==> src/rtl/pwr_seq_pkg.sv <==
package pwr_seq_pkg;

    typedef enum logic [2:0] {
        ST_SUSP,
        ST_WAKE,
        ST_LOCK,
        ST_STAT,
        ST_PRST,
        ST_CRST,
        ST_RUN
    } seq_state_e;

endpackage

==> src/rtl/pg_sync.sv <==
module pg_sync #(
    parameter int STAGES = 2
) (
    input  logic clk,
    input  logic rst_n,
    input  logic din,
    output logic dout
);

    logic [STAGES-1:0] sh_d, sh_q;

    always_comb begin
        sh_d = {sh_q[STAGES-2:0], din};
    end

    always_ff @(posedge clk or negedge rst_n) begin
        if (!rst_n) sh_q <= '0;
        else        sh_q <= sh_d;
    end

    assign dout = sh_q[STAGES-1];

endmodule

==> src/rtl/wake_fsm.sv <==
module wake_fsm
    import pwr_seq_pkg::*;
#(
    parameter int LOCK_TICKS = 500,
    parameter int STAT_TICKS = 32
) (
    input  logic       clk,
    input  logic       rst_n,
    input  logic       rtc_tick,
    input  logic       resume_evt,
    input  logic       pg_s,
    input  logic       suspend_req,
    output seq_state_e state
);

    localparam int MAX_T = (LOCK_TICKS > STAT_TICKS) ? LOCK_TICKS : STAT_TICKS;
    localparam int CNT_W = $clog2(MAX_T + 1);
    localparam logic [CNT_W-1:0] LOCK_LAST = CNT_W'(LOCK_TICKS - 1);
    localparam logic [CNT_W-1:0] STAT_LAST = CNT_W'(STAT_TICKS - 1);

    typedef struct packed {
        seq_state_e       state;
        logic [CNT_W-1:0] cnt;
        logic             pg_ok;
    } seq_reg_t;

    seq_reg_t r_d, r_q;

    always_comb begin
        r_d = r_q;
        if (rtc_tick) r_d.pg_ok = pg_s;
        unique case (r_q.state)
            ST_SUSP: begin
                if (resume_evt) begin
                    r_d.cnt   = '0;
                    r_d.state = rtc_tick ? ST_LOCK : ST_WAKE;
                end
            end
            ST_WAKE: begin
                if (rtc_tick) begin
                    r_d.cnt   = '0;
                    r_d.state = ST_LOCK;
                end
            end
            ST_LOCK: begin
                if (rtc_tick) begin
                    if (r_q.cnt == LOCK_LAST && r_q.pg_ok && pg_s) begin
                        r_d.cnt   = '0;
                        r_d.state = ST_STAT;
                    end else if (r_q.cnt != LOCK_LAST) begin
                        r_d.cnt = r_q.cnt + CNT_W'(1);
                    end
                end
            end
            ST_STAT: begin
                if (rtc_tick) begin
                    if (r_q.cnt == STAT_LAST) r_d.state = ST_PRST;
                    else                      r_d.cnt   = r_q.cnt + CNT_W'(1);
                end
            end
            ST_PRST: if (rtc_tick) r_d.state = ST_CRST;
            ST_CRST: if (rtc_tick) r_d.state = ST_RUN;
            ST_RUN:  ;
            default: r_d.state = ST_SUSP;
        endcase
        if (suspend_req && r_q.state != ST_SUSP) begin
            r_d.state = ST_SUSP;
            r_d.cnt   = '0;
        end
    end

    always_ff @(posedge clk or negedge rst_n) begin
        if (!rst_n) begin
            r_q.state <= ST_SUSP;
            r_q.cnt   <= '0;
            r_q.pg_ok <= 1'b0;
        end else begin
            r_q <= r_d;
        end
    end

    assign state = r_q.state;

    // Clock-stop release only after power-good was seen at two ticks in a row
    assert_release_pg_R3: assert property (@(posedge clk) disable iff (!rst_n)
        (r_q.state == ST_STAT && $past(r_q.state) == ST_LOCK) |-> ($past(pg_s) && $past(r_q.pg_ok)));

    // Outside suspend, the state moves only on a tick or a suspend request
    assert_tick_paced_R2: assert property (@(posedge clk) disable iff (!rst_n)
        (r_q.state != ST_SUSP && !rtc_tick && !suspend_req) |=> $stable(r_q.state));

    assert_resume_ignored_R9: assert property (@(posedge clk) disable iff (!rst_n)
        (r_q.state == ST_RUN && resume_evt && !suspend_req) |=> r_q.state == ST_RUN);

    assert_suspend_return_R10: assert property (@(posedge clk) disable iff (!rst_n)
        (suspend_req && r_q.state != ST_SUSP) |=> r_q.state == ST_SUSP);

    initial begin
        assert_params_R3: assert (LOCK_TICKS >= 2 && STAT_TICKS >= 1);
    end

endmodule

==> src/rtl/pin_decode.sv <==
module pin_decode
    import pwr_seq_pkg::*;
(
    input  seq_state_e state,
    input  logic       clk_stop_req,
    output logic       sus_ctl_n,
    output logic       slp_n,
    output logic       stpclk_n,
    output logic       pci_rst_n,
    output logic       cpu_rst_n,
    output logic       pci_stp_n,
    output logic       cpu_stp_n,
    output logic [1:0] sus_stat_n,
    output logic       seq_done
);

    logic awake, clk_rel, stat_rel, pci_rel, run;

    always_comb begin
        awake    = !(state inside {ST_SUSP, ST_WAKE});
        clk_rel  = state inside {ST_STAT, ST_PRST, ST_CRST, ST_RUN};
        stat_rel = state inside {ST_PRST, ST_CRST, ST_RUN};
        pci_rel  = state inside {ST_CRST, ST_RUN};
        run      = (state == ST_RUN);

        sus_ctl_n  = awake;
        slp_n      = awake;
        stpclk_n   = awake;
        pci_stp_n  = run ? ~clk_stop_req : clk_rel;
        cpu_stp_n  = run ? ~clk_stop_req : clk_rel;
        sus_stat_n = {2{stat_rel}};
        pci_rst_n  = pci_rel;
        cpu_rst_n  = run;
        seq_done   = run;
    end

endmodule

==> src/rtl/resume_pwr_seq.sv <==
module resume_pwr_seq
    import pwr_seq_pkg::*;
#(
    parameter int LOCK_TICKS  = 500,
    parameter int STAT_TICKS  = 32,
    parameter int SYNC_STAGES = 2
) (
    input  logic       clk,
    input  logic       rst_n,
    input  logic       rtc_tick,
    input  logic       resume_evt,
    input  logic       pwr_good,
    input  logic       suspend_req,
    input  logic       clk_stop_req,
    output logic       sus_ctl_n,
    output logic       slp_n,
    output logic       stpclk_n,
    output logic       pci_rst_n,
    output logic       cpu_rst_n,
    output logic       pci_stp_n,
    output logic       cpu_stp_n,
    output logic [1:0] sus_stat_n,
    output logic       seq_done
);

    logic       pg_s;
    seq_state_e state;

    pg_sync #(.STAGES(SYNC_STAGES)) u_sync (
        .clk  (clk),
        .rst_n(rst_n),
        .din  (pwr_good),
        .dout (pg_s)
    );

    wake_fsm #(.LOCK_TICKS(LOCK_TICKS), .STAT_TICKS(STAT_TICKS)) u_fsm (
        .clk        (clk),
        .rst_n      (rst_n),
        .rtc_tick   (rtc_tick),
        .resume_evt (resume_evt),
        .pg_s       (pg_s),
        .suspend_req(suspend_req),
        .state      (state)
    );

    pin_decode u_dec (
        .state       (state),
        .clk_stop_req(clk_stop_req),
        .sus_ctl_n   (sus_ctl_n),
        .slp_n       (slp_n),
        .stpclk_n    (stpclk_n),
        .pci_rst_n   (pci_rst_n),
        .cpu_rst_n   (cpu_rst_n),
        .pci_stp_n   (pci_stp_n),
        .cpu_stp_n   (cpu_stp_n),
        .sus_stat_n  (sus_stat_n),
        .seq_done    (seq_done)
    );

    assert_cpu_after_pci_R7: assert property (@(posedge clk) disable iff (!rst_n)
        $rose(cpu_rst_n) |-> $past(pci_rst_n));

    assert_stat_after_stop_R5: assert property (@(posedge clk) disable iff (!rst_n)
        $rose(sus_stat_n[0]) |-> ($past(pci_stp_n) && $past(cpu_stp_n)));

    assert_pci_after_stat_R6: assert property (@(posedge clk) disable iff (!rst_n)
        $rose(pci_rst_n) |-> ($past(sus_stat_n) == 2'b11));

endmodule

==> config.mk <==
export PLATFORM = sky130hd
export DESIGN_NAME = resume_pwr_seq
export DESIGN_NICKNAME = d
export VERILOG_FILES = /design/src/rtl/pwr_seq_pkg.sv /design/src/rtl/pg_sync.sv /design/src/rtl/wake_fsm.sv /design/src/rtl/pin_decode.sv /design/src/rtl/resume_pwr_seq.sv
export SDC_FILE = /design/constraint.sdc
export NUM_CORES = 1
export LEC_CHECK = 0
export BUFFER_PORTS_ARGS = -buffer_cell sky130_fd_sc_hd__buf_2
export CAP_MARGIN = 40
export CORE_ASPECT_RATIO = 1.1
export CORE_UTILIZATION = 40
export CTS_BUF_LIST = sky130_fd_sc_hd__clkbuf_8
export DETAILED_ROUTE_END_ITERATION = 12
export PLACE_DENSITY_LB_ADDON = 0.3
export RECOVER_POWER = 25
export SLEW_MARGIN = 25
export SYNTH_ARGS = -nofsm -noshare
export SYNTH_HDL_FRONTEND = slang
export SYNTH_SLANG_ARGS = --single-unit
==> constraint.sdc <==
create_clock -name clk -period 2.3 [get_ports clk]
set_clock_uncertainty 0.05 [all_clocks]
set_input_delay 0.46 -clock clk [delete_from_list [all_inputs] [get_ports clk]]
set_output_delay 0.46 -clock clk [all_outputs]
set_load 0.005 [all_outputs]
==> run_results.csv <==
group,metric,value,unit
timing,rsz0062_at_grt,"no",
synthesis,synth_area_leader_cell,"dfrtp_1",
finish,nFillCells,246,
die,placeableCoreArea,2540,µm²
setup_path,crit_type,"reg2reg",
setup_path,worst_setup_path_start_kind,"flip-flop",
setup_path,worst_path_max_delay_cell,"dfrtp_1",
drt,drt_iter0_markers,12,
clock_network,postCtsSetupBuffers,0,
power,p_sw_share,36.5,%
setup_path,crit_chain,"ha_1, nor2b_1, a41oi_2, o211ai_4, or3b_1, buf_4, o41ai_2",
synthesis,synth_area,1090,µm²
synthesis,synthFlopType,"dfrtp_1",
power,p_seq_share,31.8,%
setup_path,worstPathRequired,2.39,ns
global_route,antenna_found_initial,0,
clock_network,ctsLongestPathBuffers,2,
synthesis,synth_area_leaders,"dfrtp_1 (35%), o21ai_0 (5.5%), buf_4 (4.1%)",
clock_network,cts_num_sinks,15,
finish,antennaDiodeCount,0,
clock_network,h-tree-depth,1,
timing,hold_violations,0,
synthesis,synth_edf_count,0,
power,p_leak,0.000563,µW
clock_network,cts_tree,"yes",
timing,fin_setup_tns,0,ns
drt,drc,0,
global_route,grt_pass1_wl,4.09,mm
setup_path,cp_num_cells,7,
synthesis,syn_avg_cell_area,9.05,µm²
setup_path,worst-path-buf-inv,1,
timing,setup_viol,0,
status,status,"finished, final reports clean",
drt,wire_per_inst,13.7,µm
clock_network,numCtsBuffers,3,
clock_network,cts_root_buf,"clkbuf_8",
die,die_y,56.7,µm
synthesis,ys_ff_latch,15,
placement,dp_hpwl,1.76,mm
power,combPwrFrac,47.8,%
power,p_int,657,µW
finish,final_cell_area,1250,µm²
synthesis,synth_cell_type_count,42,
finish,area_growth_syn_to_layout,15.2,%
clock_network,hold_buffers,0,
power,powerDensity,827,nW/µm²
die,initial_core_util,42.7,%
synthesis,yosysWarnings,0,
finish,fin_nets,147,
global_route,gr-total-overflow,0,
worst_hold_path,min_path_type,"in2async",
drt,firstDrtPassIters,5,
setup_path,worstRegToRegCells,7,
drt,viasPerCell,5.78,
timing,fin_crit_sh,93.0,%
drt,dr_total_vias,976,
die,io_pins,17,
job,max_cap_viol_count,0,
power,clkPwrFrac,20.4,%
setup_path,cp_top_family,"compound AO/OA/AOI/OAI gates",
placement,dp.cells,165,
synthesis,synthCells,120,
setup_path,max_stage_delay,0.42,ns
global_route,grt_pass1_vias,914,
die,die_w,51.7,µm
power,ir_worst_vdd,0.700,mV
finish,final_cells,169,
die,rows,19,
timing,min_period,2.14,ns
global_route,grt_start_max_net_pins,19,
clock_network,clock_latency,0.25,ns
setup_path,cp_max_fo,5,
finish,utilization,49.2,%
synthesis,yosys.area.top_type_share,34.6,%
synthesis,synth.yosys.seq_area_share,34.6,%
timing,finalMaxSlewViolations,0,
synthesis,synth_fp_nets,128,
clock_network,cts_resized,0,
placement,place.gp.congestion,0.813,
synthesis,ys_async_sr_fraction,100,%
timing,fmax,467,MHz
placement,place_area,1200,µm²
placement,port_buffers,16,
clock_network,cts.clk_slew.worst_paths,0.06,ns
drt,wl,2.31,mm
setup_path,worstSetupEndpointType,"flip-flop",
timing,setup_ws,0.160,ns
die,fp.dieArea,2930,µm²
timing,tightest_slew,0.783,ns
finish,final_cell_mix,"buf_2 (15), dfrtp_1 (15), o21ai_0 (12)",
power,p_switching,377,µW
timing,slew-limit-headroom,47.8,%
global_route,track_usage,18.4,%
setup_path,cp_data_arrival_time,2.23,ns
drt,antenna_left,0,
placement,place_ws,0.0845,ns
finish,final_layout_size_suffix_gt1_share,29.7,%
final cells by class:
class	count	area, µm²	share of cell area (%)
Multi-Input combinational cell	90	622	49.7
Clock buffer	3	41.3	3.30
Clock inverter	1	5.00	0.400
Tap cell	31	38.8	3.10
Timing Repair Buffer	27	161	12.9
Sequential cell	15	375	30.0
Inverter	2	7.51	0.600
cells by family after synthesis:
logic type                 Yosys count  share of synthesized area [%]
adders and majority gates            1                           1.15
DFF                                 15                           34.6
xor gates and xnor gates             1                          0.807
buffers and inverters               15                           8.87
AOI/OAI and AO/OA                   34                           24.1
muxes                                3                           3.00
and+or+nand+nor                     51                           27.5
worst register-to-register path, cell delays in order (launching register included):
cell	delay, ns
dfrtp_1	0.42
ha_1	0.27
nor2b_1	0.17
a41oi_2	0.19
o211ai_4	0.09
or3b_1	0.38
buf_4	0.17
o41ai_2	0.29
flip-flops by register name, summed over array words and instances (netlist names):
| register | flops |
|---|---|
| u_sync.sh_q | 2 |
| u_fsm.r_q | 10 |
| u_fsm.state | 3 |
metrics by stage:
stage          hold WS (ns)  power (µW)
3_5_place_dp          0.294         829
2_1_floorplan         0.114         688
4_1_cts              0.0679        1040
6_report              0.218        1030
3_3_place_gp          0.291         824
5_1_grt               0.258        1130
power by group through the flow:
| stage | clock [µW] | combinational [µW] | sequential [µW] |
|---|---|---|---|
| finish | 211 | 495 | 329 |
| global route | 228 | 564 | 335 |
| CTS | 214 | 497 | 329 |
| detailed placement | 0 | 495 | 334 |
| global placement | 0 | 491 | 333 |
| floorplan | 0 | 357 | 330 |
routing by layer:
metal	share of wire, %	up-vias	track usage [%]
met2	47	20	31.2
met3	2.3	4	1.63
li1	-	474	-
met5	0	-	0
met4	1.5	0	7.72
met1	49	478	23.4
worst paths after layout:
kind	slack, ns	to	startpoint
min in group clk	0.27	u_sync.sh_q[0]	pwr_good
setup reg to reg	0.16	u_fsm.r_q[9]	u_fsm.r_q[2]
hold reg to reg	0.30	u_sync.sh_q[1]	u_sync.sh_q[0]
max in group asynchronous	1.50	u_fsm.r_q[4]	rst_n
setup / recovery	0.16	u_fsm.r_q[9]	u_fsm.r_q[2]
hold / removal	0.22	u_fsm.state[0]	rst_n
cell usage after synthesis, types with 2 or more instances:
library cell / instances
o41ai_1: 2
o21ai_0: 12
buf_2: 2
and3b_1: 2
buf_6: 2
nand2_1: 10
o31ai_1: 5
nand2b_1: 2
nor3_1: 2
dfrtp_1: 15
nor2_1: 9
o41ai_2: 2
and3_1: 2
a21oi_1: 2
nand4_1: 2
o21ai_1: 2
mux2_2: 2
buf_4: 6
clkbuf_1: 3
nand3_1: 6
or4b_4: 2
and2_1: 2
nor2b_1: 4
nor3b_1: 3
inv_1: 2
Note: power is estimated with default switching activity, not from simulation.
